`config.mk`:
```
export PLATFORM = sky130hd
export DESIGN_NAME = page_stage_buf
export DESIGN_NICKNAME = d
export VERILOG_FILES = /design/src/rtl/psb_pkg.sv /design/src/rtl/psb_store.sv /design/src/rtl/psb_seq.sv /design/src/rtl/page_stage_buf.sv
export SDC_FILE = /design/constraint.sdc
export NUM_CORES = 1
export LEC_CHECK = 0
export ABC_CLOCK_PERIOD_IN_PS = 2800
export BUFFER_PORTS_ARGS = -buffer_cell sky130_fd_sc_hd__buf_2
export CORE_ASPECT_RATIO = 0.6
export CORE_MARGIN = 2
export CORE_UTILIZATION = 35
export DETAILED_ROUTE_END_ITERATION = 16
export PLACE_DENSITY = 0.46
export SYNTH_ARGS = -nofsm -noshare
export SYNTH_HDL_FRONTEND = slang
export SYNTH_SLANG_ARGS = --single-unit
```
`constraint.sdc`:
```
create_clock -name clk -period 2.8 [get_ports clk]
set_clock_uncertainty 0.1 [all_clocks]
set_input_delay 0.14 -clock clk [delete_from_list [all_inputs] [get_ports clk]]
set_output_delay 0.14 -clock clk [all_outputs]
set_load 0.01 [all_outputs]
```
`src/rtl/psb_pkg.sv`:
```
`timescale 1ns/1ps
package psb_pkg;
  // Saturating occupancy increment
  function automatic int sat_inc(input int cnt, input int depth);
    return (cnt >= depth) ? depth : cnt + 1;
  endfunction

  // Slot holding the oldest kept byte
  function automatic int first_slot(input int cnt, input int wptr, input int depth);
    return (cnt >= depth) ? wptr : 0;
  endfunction

  // Page offset of the byte stored in a slot
  function automatic int slot_off(input int base, input int slot, input int depth);
    return (base + slot) % depth;
  endfunction
endpackage

```
`src/rtl/psb_store.sv`:
```
`timescale 1ns/1ps
module psb_store #(
  parameter int DEPTH = 16,
  parameter int DW    = 8,
  localparam int AW   = $clog2(DEPTH),
  localparam int CW   = AW + 1
) (
  input  logic          clk,
  input  logic          rst_n,
  input  logic          txn_start,
  input  logic [AW-1:0] base_off,
  input  logic          byte_valid,
  input  logic [DW-1:0] byte_data,
  input  logic          txn_stop,
  input  logic          busy,
  input  logic [AW-1:0] rd_slot,
  output logic [DW-1:0] rd_data,
  output logic          commit_go,
  output logic [CW-1:0] commit_len,
  output logic [AW-1:0] commit_first,
  output logic [AW-1:0] base_q,
  output logic          drop_err
);
  logic [DW-1:0] mem [DEPTH];
  logic [AW-1:0] wptr;
  logic [CW-1:0] count;
  logic          open_q;

  // Named events for the assertions
  logic take_start, take_byte, take_stop, drop_evt, empty_stop;
  assign take_start = txn_start && !busy;
  assign take_stop  = txn_stop && open_q && !busy && !txn_start;
  assign take_byte  = byte_valid && open_q && !busy && !txn_start && !txn_stop;
  assign drop_evt   = byte_valid && busy;
  assign commit_go  = take_stop && (count != '0);
  assign empty_stop = take_stop && (count == '0);

  assign commit_len   = count;
  assign commit_first = AW'(psb_pkg::first_slot(int'(count), int'(wptr), DEPTH));
  assign rd_data      = mem[rd_slot];

  always_ff @(posedge clk) begin
    if (take_byte) mem[wptr] <= byte_data;
  end

  always_ff @(posedge clk or negedge rst_n) begin
    if (!rst_n) begin
      wptr     <= '0;
      count    <= '0;
      open_q   <= 1'b0;
      base_q   <= '0;
      drop_err <= 1'b0;
    end else begin
      if (drop_evt) drop_err <= 1'b1;
      if (take_start) begin
        open_q <= 1'b1;
        wptr   <= '0;
        count  <= '0;
        base_q <= base_off;
      end else if (take_stop) begin
        open_q <= 1'b0;
      end else if (take_byte) begin
        wptr  <= wptr + 1'b1;
        count <= CW'(psb_pkg::sat_inc(int'(count), DEPTH));
      end
    end
  end

  a_r2_count_cap: assert property (@(posedge clk) disable iff (!rst_n)
    count <= CW'(DEPTH));
  a_r2_count_step: assert property (@(posedge clk) disable iff (!rst_n)
    (take_byte && count < CW'(DEPTH)) |=> count == $past(count) + 1'b1);
  a_r6_empty_quiet: assert property (@(posedge clk) disable iff (!rst_n)
    (empty_stop && !busy) |=> !busy);
  a_r7_err_sticky: assert property (@(posedge clk) disable iff (!rst_n)
    drop_err |=> drop_err);
  a_r7_frozen: assert property (@(posedge clk) disable iff (!rst_n)
    busy |=> (count == $past(count)) && (base_q == $past(base_q)));
  a_r8_closed_ignore: assert property (@(posedge clk) disable iff (!rst_n)
    (!open_q && !txn_start) |=> (count == $past(count)) && !open_q);
endmodule

```
`src/rtl/psb_seq.sv`:
```
`timescale 1ns/1ps
module psb_seq #(
  parameter int DEPTH        = 16,
  parameter int DW           = 8,
  parameter int WRITE_CYCLES = 500000,
  localparam int AW          = $clog2(DEPTH),
  localparam int CW          = AW + 1,
  localparam int TW          = $clog2(WRITE_CYCLES + 1)
) (
  input  logic          clk,
  input  logic          rst_n,
  input  logic          commit_go,
  input  logic [CW-1:0] commit_len,
  input  logic [AW-1:0] commit_first,
  input  logic [AW-1:0] base_q,
  input  logic [DW-1:0] rd_data,
  output logic [AW-1:0] rd_slot,
  output logic          mem_we,
  output logic [AW-1:0] mem_off,
  output logic [DW-1:0] mem_data,
  output logic          busy
);
  typedef enum logic [1:0] {PH_IDLE, PH_PLAY, PH_HOLD} phase_t;
  phase_t        phase;
  logic [AW-1:0] slot;
  logic [CW-1:0] left;
  logic [TW-1:0] timer;

  logic play_last, hold_done;
  assign play_last = (phase == PH_PLAY) && (left == CW'(1));
  assign hold_done = (phase == PH_HOLD) && (timer == TW'(WRITE_CYCLES - 1));

  always_ff @(posedge clk or negedge rst_n) begin
    if (!rst_n) begin
      phase <= PH_IDLE;
      slot  <= '0;
      left  <= '0;
      timer <= '0;
    end else begin
      case (phase)
        PH_IDLE: if (commit_go) begin
          phase <= PH_PLAY;
          slot  <= commit_first;
          left  <= commit_len;
        end
        PH_PLAY: begin
          slot <= slot + 1'b1;
          left <= left - 1'b1;
          if (play_last) begin
            phase <= PH_HOLD;
            timer <= '0;
          end
        end
        PH_HOLD: begin
          if (hold_done) phase <= PH_IDLE;
          else timer <= timer + 1'b1;
        end
        default: phase <= PH_IDLE;
      endcase
    end
  end

  assign rd_slot  = slot;
  assign mem_we   = (phase == PH_PLAY);
  assign mem_data = rd_data;
  assign mem_off  = AW'(psb_pkg::slot_off(int'(base_q), int'(slot), DEPTH));
  assign busy     = (phase != PH_IDLE);

  a_r5_we_in_busy: assert property (@(posedge clk) disable iff (!rst_n)
    mem_we |-> busy);
  a_r3_contiguous: assert property (@(posedge clk) disable iff (!rst_n)
    (mem_we && !play_last) |=> mem_we && (mem_off == $past(mem_off) + 1'b1));
  a_r3_start_next: assert property (@(posedge clk) disable iff (!rst_n)
    (phase == PH_IDLE && commit_go) |=> mem_we);
  a_r5_hold_bound: assert property (@(posedge clk) disable iff (!rst_n)
    (phase == PH_HOLD) |-> timer < TW'(WRITE_CYCLES));
  a_r5_hold_after_play: assert property (@(posedge clk) disable iff (!rst_n)
    play_last |=> busy && !mem_we);
endmodule

```
`src/rtl/page_stage_buf.sv`:
```
`timescale 1ns/1ps
module page_stage_buf #(
  parameter int DEPTH        = 16,
  parameter int DW           = 8,
  parameter int WRITE_CYCLES = 500000,
  localparam int AW          = $clog2(DEPTH),
  localparam int CW          = AW + 1
) (
  input  logic          clk,
  input  logic          rst_n,
  input  logic          txn_start,
  input  logic [AW-1:0] base_off,
  input  logic          byte_valid,
  input  logic [DW-1:0] byte_data,
  input  logic          txn_stop,
  output logic          mem_we,
  output logic [AW-1:0] mem_off,
  output logic [DW-1:0] mem_data,
  output logic          busy,
  output logic          drop_err
);
  logic          commit_go;
  logic [CW-1:0] commit_len;
  logic [AW-1:0] commit_first, base_q, rd_slot;
  logic [DW-1:0] rd_data;

  psb_store #(.DEPTH(DEPTH), .DW(DW)) u_store (
    .clk, .rst_n, .txn_start, .base_off, .byte_valid, .byte_data, .txn_stop,
    .busy, .rd_slot, .rd_data, .commit_go, .commit_len, .commit_first,
    .base_q, .drop_err
  );

  psb_seq #(.DEPTH(DEPTH), .DW(DW), .WRITE_CYCLES(WRITE_CYCLES)) u_seq (
    .clk, .rst_n, .commit_go, .commit_len, .commit_first, .base_q, .rd_data,
    .rd_slot, .mem_we, .mem_off, .mem_data, .busy
  );

  a_r1_reset_quiet: assert property (@(posedge clk)
    !rst_n |-> !busy && !mem_we && !drop_err);
endmodule

```
==> metrics, run 1 <==
Post-synth EDFFs=128; Synthesized Nets=529; synthesized instance count=493; startpoint types=flip-flop; Adder-Cell Fraction of Synth Area=0.03207; maxcap violations=0; CP Capture Type=primary output; ys async rst share=0.2601; Top FF cell, synth=edfxtp_1; Root Driver=clkbuf_16; Iter 0 DRT Violations=387; complex-gate fraction of the synthesized area=0.06921; Post-DRT Antenna Nets=0; Final Power=8.168 mW; vias in the first global route=4417; CP Cell Sequence=buf_4 -> mux4_2 -> mux4_2 -> buf_2; Worst-path clk slew=approximately 0.070 ns; Post-CTS Setup Inserts=0; Tmin final=2.628 ns; CTS resizes=0; final wirelength=~18000 um; CP peak stage delay=~0.61 ns; Post-Synth XOR/XNOR Area=0.006872; CTS H-tree lvls=4; HP Start=byte_data[4]; DRT Pass-1 Iters=5; Congestion Overflow GR=0; Final Hold Vio Count=0; Reg2Reg Launch Point=u_seq.phase[1]; initial antenna violation count=0; post-route cell area=0.008892 mm^2; mux cell area share after synthesis=0.1207; hold path depth=1; Layout Utilization=0.4187; Worst Path Arrival=between 2 and 2.5 ns; Mapped Area=between 0.007 and 0.008 mm^2; largest family of logic cells by synthesized area=multiplexers; Placement Cell Area=0.008157 mm^2; Final Max Tran Viols=0; overall routing resource usage=0.1631; CTS buffer count=17; DRC=0; Setup TNS=0 ns; # rows=41; largest net degree at the start of global routing=25; CTS Buffer Depth=2; RSZ-0062 raised after global routing=false; most frequent cell after synthesis=edfxtp_1; run status=complete, no violations; #FFs+latches synth=173; Synth top area share=0.5026; ranking of synthesized cells by area=edfxtp_1 50%, dfrtp_1 15%, mux4_2 12%; die footprint=0.02309 mm^2; n_diodes=0; WP data required=~2.6 ns; Final period util=0.9385; Die X=194.8 um; Reg2Reg Setup Slack=0.48 ns; Final Setup Violations=0; Slowest cell on crit path=mux4_2; LEAKAGE=3.199 nW; CTS Sinks=173; worst hold path type=primary input to flip-flop; Initial Utilization=0.3601; routed len/inst=21.26 um; post-DP HPWL=12010 um; Area Overhead vs Synth=16.28%; Crit path buffers/inverters=2; layout filler cell count=1927; Top Family by Delay on Critical Path=multiplexers; CP max FO=13; GP Congestion=0.7643; die height=118.5 um; cell taking the most area after synthesis=edfxtp_1; VDD IR-drop max=0.4488 mV; distinct cell type count after synthesis=64; top cells by count, synth=128 x edfxtp_1, 45 x dfrtp_1, 40 x mux4_2; CP most frequent cell=mux4_2; first-pass GRT wire length=27650 um; Least-Margin Pin Slew=0.7804 ns; Nets=583; CTS tree=yes; io pins=32; fmax=380.5 MHz; Avg Inst Size Synth=15.51 um^2; core area=about 0.021 mm^2; WS Path Type=flip-flop to primary output; simple-gate share of the synthesized area=0.09702; Power Density=918.5 mW/mm^2; Worst Reg-to-Reg Cells=7; WP depth=4; Via density=5.285; Critical Path Source=u_seq.rd_slot[0]; layout cell share with drive strength beyond 1=0.2339; Clock Latency Late Sink=0.44 ns; yosys warns=0; via count=~4400; Slew HR=0.4797; sequential-to-total area share from yosys stat=0.6499; port bufs=31
==> placed cells by master (no fill, tap or decap), types with 3 or more instances in the layout <==
cell type / count
ha_1: 18
o22ai_1: 3
o31ai_1: 3
nor4_1: 3
clkinv_4: 3
xnor2_1: 3
a22o_1: 3
buf_4: 12
dlygate4sd3_1: 13
nand2_1: 36
clkbuf_16: 17
or3_1: 3
nand2b_1: 5
clkinv_8: 3
nor2_1: 19
dfrtp_1: 44
a211o_1: 3
a21o_1: 5
nand3_1: 14
inv_1: 20
o21ai_1: 16
mux4_2: 40
edfxtp_1: 128
buf_2: 31
nand4_1: 5
inv_6: 3
nor3_1: 8
inv_8: 3
xor2_1: 3
a31oi_1: 4
and2_1: 9
a21oi_1: 17
and3_1: 9
o21ai_0: 9
and4_1: 4
==> final timing paths <==
kind                                         endpoint
worst min register to register       u_store.drop_err
worst min-delay path               u_store.mem[11][4]
max in group asynchronous       u_store.commit_len[3]
worst max-delay path                      mem_data[1]
min in group asynchronous              u_seq.timer[4]
worst max register to register      u_store.base_q[2]
==> registers in the layout (all words and copies together), names as in the netlist <==
name	count
u_seq.left	5
u_seq.phase	2
u_seq.rd_slot	4
u_seq.timer	19
u_store.base_q	4
u_store.commit_len	5
u_store.drop_err	1
u_store.mem	128
u_store.open_q	1
u_store.wptr	4
==> metal layers <==
layer,part of all wire,vias up,GRT usage
li1,-,2036,-
met4,0.0081,0,0.03483
met2,0.43,105,0.2236
met5,0,-,0
met1,0.50,2279,0.2467
met3,0.061,14,0.05708
==> kinds of logic (layout without fill, tap and decap cells) <==
family                   after synthesis  count (layout)
flip-flops                           173             173
AND/OR/NAND/NOR                      131             131
AO/OA/AOI/OAI                         79              79
buffers and inverters                 43             110
multiplexers                          42              42
adder cells (fa/ha/maj)               19              19
XOR/XNOR                               6               6
==> through the flow <==
step                setup WS, ns  hold slack [ns]  std cells
global placement          0.5793          0.05797        794
finish                    0.1721          0.01918        839
CTS                       0.1331         0.006944        839
global route              0.1070          0.01756        839
detailed placement        0.5062          0.06424        794
floorplan                 0.5875          -0.2556        493
==> where the power goes <==
group	internal [mW]	total (mW)	switching, mW	leakage [nW]
logic	1.22	2.64	1.42	1.16
registers	2.91	3.13	0.223	1.75
clock network	1.28	2.39	1.12	0.289
==> final cells by class <==
type / count / area [um^2] / area share
flip-flops and latches: 173 / 4971 / 0.5590
multi-input cells: 277 / 2492 / 0.2803
clock buffers: 17 / 425.4 / 0.04784
repair buffers: 57 / 395.4 / 0.04446
well taps: 279 / 349.1 / 0.03926
clock inverters: 15 / 180.2 / 0.02026
inverters: 21 / 78.83 / 0.008864
==> repair_timing <==
| action | 4_1_cts | 5_1_grt |
|---|---|---|
| setup endpoints to repair | 0 | 0 |
| hold endpoints to repair | 43 | 0 |
| hold buffers | 13 | 0 |
Power figures use the tool's default switching activity.
==> run 2, diff against run 1 <==
--- a/config.mk
+++ b/config.mk
@@ -9,9 +9,9 @@
 export BUFFER_PORTS_ARGS = -buffer_cell sky130_fd_sc_hd__buf_2
 export CORE_ASPECT_RATIO = 0.6
 export CORE_MARGIN = 2
-export CORE_UTILIZATION = 35
+export CORE_UTILIZATION = 50
 export DETAILED_ROUTE_END_ITERATION = 16
-export PLACE_DENSITY = 0.46
+export PLACE_DENSITY = 0.63
 export SYNTH_ARGS = -nofsm -noshare
 export SYNTH_HDL_FRONTEND = slang
 export SYNTH_SLANG_ARGS = --single-unit
==> run 2 against run 1 <==
Net effect:
- first-iteration DRC count rose by 13%
- design area decreased by 2.0%
- largest power group unchanged
- maximum frequency shrank 0.19%
- register-to-register slack got worse by 0.02 ns
- sequential share of layout area rose by 1.1 points
- count of clock-buffer cells in the layout unchanged
==> metrics, run 2 (same netlist as run 1, synthesis figures left out) <==
run status=complete, no violations; routed len/inst=21.16 um; via count=4464; placed insts=just over 700; Iter 0 DRT Violations=438; overall routing resource usage=0.2141; Area Overhead vs Synth=13.94%; port bufs=31; Sw Pwr=2.629 mW; Initial Utilization=0.5196; maxcap violations=0; Post-DRT Antenna Nets=0; LEAKAGE=3.166 nW; post-route cell area=0.008713 mm^2; Root Driver=clkbuf_16; Worst Path Arrival=around 2.4 ns; CTS H-tree lvls=4; vias in the first global route=4391; io pins=32; CP Cell Sequence=buf_12 -> mux4_2 -> mux4_2 -> buf_2; first-pass GRT wire length=25740 um; commonest non-fill, non-tap cell in the layout=edfxtp_1; number of flip-flops in the largest register=128; largest registers=u_store.mem x128, u_seq.timer x19; CTS buffer count=17; Switching Fraction=0.3288; Power Density=~900 mW/mm^2; core area=0.01472 mm^2; Final Max Tran Viols=0; Tmin final=2.633 ns; fmax=between 300 and 400 MHz; CTS resizes=0; Worst-path clk slew=~0.070 ns; DRC=0; commonest non-fill, non-tap cells in the layout=128 x edfxtp_1, 44 x dfrtp_1, 40 x mux4_2; P_int=about 5.4 mW; Slew HR=0.5122; Via density=a little under 6; post-DP HPWL=10780 um; Most flops, register=u_store.mem; Setup TNS=0 ns; CTS Sinks=roughly 170; pre-CTS setup slack=0.4431 ns; Top Family by Delay on Critical Path=multiplexers; Layout Utilization=0.5920; Congestion Overflow GR=0; RSZ-0062 raised after global routing=false; n_diodes=0; final wirelength=15890 um; WS Path Type=flip-flop to primary output; Nets=577; initial antenna violation count=0; die height=99.80 um; layout cell share with drive strength beyond 1=0.2278; WP data required=about 2.6 ns; CP Capture Type=primary output; worst hold path type=primary input to flip-flop; startpoint types=flip-flop; DRT Pass-1 Iters=5; CP max FO=35; non-filler instance count after layout=751; CTS Buffer Depth=2; CTS tree=yes; Crit path buffers/inverters=2; Slowest cell on crit path=mux4_2; worst setup margin=roughly 0.17 ns; CP peak stage delay=about 0.60 ns; Least-Margin Pin Slew=0.7318 ns; Clock Latency Late Sink=0.42 ns; VDD IR-drop max=0.5169 mV; Die X=roughly 160 um; Final Setup Violations=0; sequential power share=0.390; Post-CTS Setup Inserts=0; Comb power frac=0.319; Final Hold Vio Count=0; # rows=34; Clock power frac=0.291; GP Congestion=0.7647; Placement Cell Area=roughly 0.008 mm^2; die footprint=0.01633 mm^2; largest net degree at the start of global routing=36; Final period util=0.9403; CP most frequent cell=mux4_2
## run 2: cell count changes in the layout (fill, tap and decap cells not counted)
cell           before  now
clkinv_8            3    1
clkinv_4            3    2
clkinvlp_4          2    1
buf_4              12    8
dlygate4sd3_1      13   11
clkinv_2            0    2
inv_8               3    4
## run 2: power by group through the flow
stage / sequential (mW) / clock (mW) / combinational, mW
after floorplan: 3.08 / 0 / 1.86
after global placement: 3.17 / 0 / 2.49
after detailed placement: 3.17 / 0 / 2.52
after CTS: 3.12 / 2.36 / 2.59
after global routing: 3.15 / 2.48 / 2.83
final: 3.12 / 2.32 / 2.55
## run 2: worst paths after layout
path,cells past startpoint,startpoint,endpoint,slack (ns)
max,4,u_seq.rd_slot[0],mem_data[1],0.17
min,1,byte_data[1],u_store.mem[9][1],0.03
max reg2reg,6,u_seq.phase[1],u_store.mem[11][0],0.46
min reg2reg,1,u_store.drop_err,u_store.drop_err,0.37
max in group asynchronous,3,rst_n,u_seq.rd_slot[0],1.81
min in group asynchronous,2,rst_n,u_seq.timer[2],0.17
## run 2: layout make-up
| cell class | count | area, um^2 |
|---|---|---|
| Tap cell | 198 | 247.7 |
| Sequential cell | 173 | 4971 |
| Clock inverter | 14 | 152.6 |
| Inverter | 21 | 78.83 |
| Clock buffer | 17 | 425.4 |
| Fill cell | 1131 | 6006 |
| Timing Repair Buffer | 51 | 345.3 |
| Multi-Input combinational cell | 277 | 2492 |
## run 2: per-stage QoR
step	power [mW]	hold WS [ns]
after floorplan	4.937	-0.2556
after global placement	5.660	0.08102
after detailed placement	5.690	0.09215
after CTS	8.065	0.01549
after global routing	8.456	0.03385
final	7.995	0.03036
## run 2: repair_timing
| action | CTS | global route |
|---|---|---|
| endpoints found under the hold margin | 30 | 0 |
| hold buffers | 11 | 0 |
| setup endpoints to repair | 0 | 0 |
## run 2: worst register-to-register path, stage by stage (launching register included)
cell	delay, ns
dfrtp_1	0.40
inv_1	0.12
ha_1	0.34
nand4b_1	0.23
buf_4	0.22
nor2_1	0.16
and3_1	0.43
## run 2: per-layer routing
metal,routed length [um],track usage
met1,7953,0.3574
met2,6568,0.2786
met3,1224,0.04876
met4,145,0.05870
met5,0,0
==> run 3, diff against run 2 <==
--- a/config.mk
+++ b/config.mk
@@ -9,9 +9,9 @@
 export BUFFER_PORTS_ARGS = -buffer_cell sky130_fd_sc_hd__buf_2
 export CORE_ASPECT_RATIO = 0.6
 export CORE_MARGIN = 2
-export CORE_UTILIZATION = 50
+export CORE_UTILIZATION = 60
 export DETAILED_ROUTE_END_ITERATION = 16
-export PLACE_DENSITY = 0.63
+export PLACE_DENSITY = 0.74
 export SYNTH_ARGS = -nofsm -noshare
 export SYNTH_HDL_FRONTEND = slang
 export SYNTH_SLANG_ARGS = --single-unit
==> run 3 against run 2 <==
Net effect:
- critical path depth is 1 higher
- maximum frequency fell by 0.23%
- sequential cell count is the same
- register-to-register slack worse by 0.30 ns
- design area rose by 1.0%
- die area decreased by 16%
- wire length is 4.5% higher
- cell count down 2.9%
- sequential power barely moved
- via count grew 3.2%
- largest cell class unchanged
==> metrics, run 3 (same netlist as run 1, synthesis figures left out) <==
run status=complete, no violations; Worst-path clk slew=0.08 ns; startpoint types=flip-flop; LEAKAGE=3.230 nW; Post-DRT Antenna Nets=0; DRC=0; post-route cell area=about 0.0088 mm^2; Worst Path Arrival=2.63 ns; M1 wire length=7539 um; CTS Buffer Depth=2; Final Max Tran Viols=0; CP max FO=9; Tmin final=2.639 ns; routed len/inst=22.78 um; overall routing resource usage=0.2622; maxcap violations=0; port bufs=31; number of flip-flops in the largest register=128; VDD IR-drop max=0.5640 mV; first-pass GRT wire length=26140 um; Via density=6.317; Slew HR=0.4854; Root Driver=clkbuf_16; GP Congestion=0.8838; crit path capture=u_store.mem[0][1]; Worst Reg-to-Reg Cells=5; met3 wire len=1580 um; worst setup margin=~0.16 ns; HP Start=byte_data[5]; initial antenna violation count=0; fmax=379.0 MHz; Power Density=~900 mW/mm^2; Least-Margin Pin Slew=roughly 0.77 ns; post-DP HPWL=between 10000 and 15000 um; layout cell share with drive strength beyond 1=0.2376; worst hold path type=primary input to flip-flop; final wirelength=16610 um; placed insts=679; RSZ-0062 raised after global routing=false; WP data required=2.79 ns; largest net degree at the start of global routing=24; Most flops, register=u_store.mem; Area Overhead vs Synth=15.13%; CTS H-tree lvls=4; final hold slack=0.01683 ns; Final Hold Vio Count=0; Die X=149.8 um; core area=0.01226 mm^2; pre-CTS setup slack=0.1784 ns; Layout Utilization=0.7184; Congestion Overflow GR=0; die height=91.45 um; commonest non-fill, non-tap cells in the layout=128 x edfxtp_1, 44 x dfrtp_1, 40 x mux4_2; Placement Cell Area=0.008006 mm^2; Clock Latency Late Sink=around 0.43 ns; Final Setup Violations=0; Reg2Reg Launch Point=u_seq.phase[0]; die footprint=0.01369 mm^2; Final period util=0.9424; CTS buffer count=17; largest registers=u_store.mem x128, u_seq.timer x19; Final Power=slightly above 8 mW; Nets=between 500 and 600; vias in the first global route=4526; Critical Path Source=u_seq.phase[0]; CP Capture Type=flip-flop; Top Metal Used=met4; met2 wire length=about 7300 um; # rows=31; Initial Utilization=0.6239; WS Path Type=flip-flop to flip-flop; CTS tree=yes; CTS Sinks=173; Critical R2R Capture=u_store.mem[0][1]; Setup TNS=0 ns; io pins=32; DRT Pass-1 Iters=5; Reg2Reg Setup Slack=0.16 ns; non-filler instance count after layout=729; via count=4605; commonest non-fill, non-tap cell in the layout=edfxtp_1; Iter 0 DRT Violations=just over 600; n_diodes=0
[run 3: cell types whose count changed in the layout (fill, tap and decap cells not counted), sizes merged]
cell	delta
dlygate4sd3	+4
bufinv	-1
buf	+6
clkinv	+2
[run 3: what timing repair did]
item                       4_1_cts  5_1_grt
cloned                           0        0
setup endpoints to repair        8       32
hold buffers                    15        0
setup buffers                    3        0
hold endpoints to repair        51        0
resized for setup                1        1
[run 3: layout make-up]
| class | count | area, um^2 |
|---|---|---|
| Sequential cell | 173 | 4974 |
| Fill cell | 768 | 3452 |
| Clock inverter | 15 | 192.7 |
| Multi-Input combinational cell | 277 | 2497 |
| Timing Repair Buffer | 61 | 430.4 |
| Tap cell | 165 | 206.4 |
| Clock buffer | 17 | 425.4 |
| Inverter | 21 | 78.83 |
[run 3: power by group]
| part | leakage, nW | switching [mW] | internal, mW |
|---|---|---|---|
| clock network | 0.296 | 1.16 | 1.22 |
| logic | 1.19 | 1.39 | 1.25 |
| registers | 1.75 | 0.239 | 2.91 |
| total | 3.23 | 2.79 | 5.38 |
[run 3: critical path, cell delays in order (launching register included)]
cell and delay, ns:
dfrtp_1 0.42, inv_1 0.13, ha_1 0.35, nand4b_1 0.46, nor3_2 0.41, and2_1 0.42
[run 3: how the worst min path moves through the flow]
| stage | end | slack [ns] | cells after the start |
|---|---|---|---|
| final | u_store.mem[10][5] | 0.02 | 1 |
| after global routing | u_store.mem[10][4] | 0.01 | 1 |
| after CTS | u_store.mem[10][4] | 0.00005 | 1 |
| after detailed placement | u_seq.timer[2] | 0.05 | 1 |
| after floorplan | u_seq.left[0] | -0.26 | 0 |
| after global placement | u_seq.timer[2] | 0.04 | 1 |
[run 3: per-layer routing]
| metal | GRT usage | vias up |
|---|---|---|
| met2 | 0.3597 | 222 |
| li1 | - | 2046 |
| met3 | 0.08141 | 22 |
| met4 | 0.06525 | 0 |
| met1 | 0.4119 | 2315 |
| met5 | 0 | - |
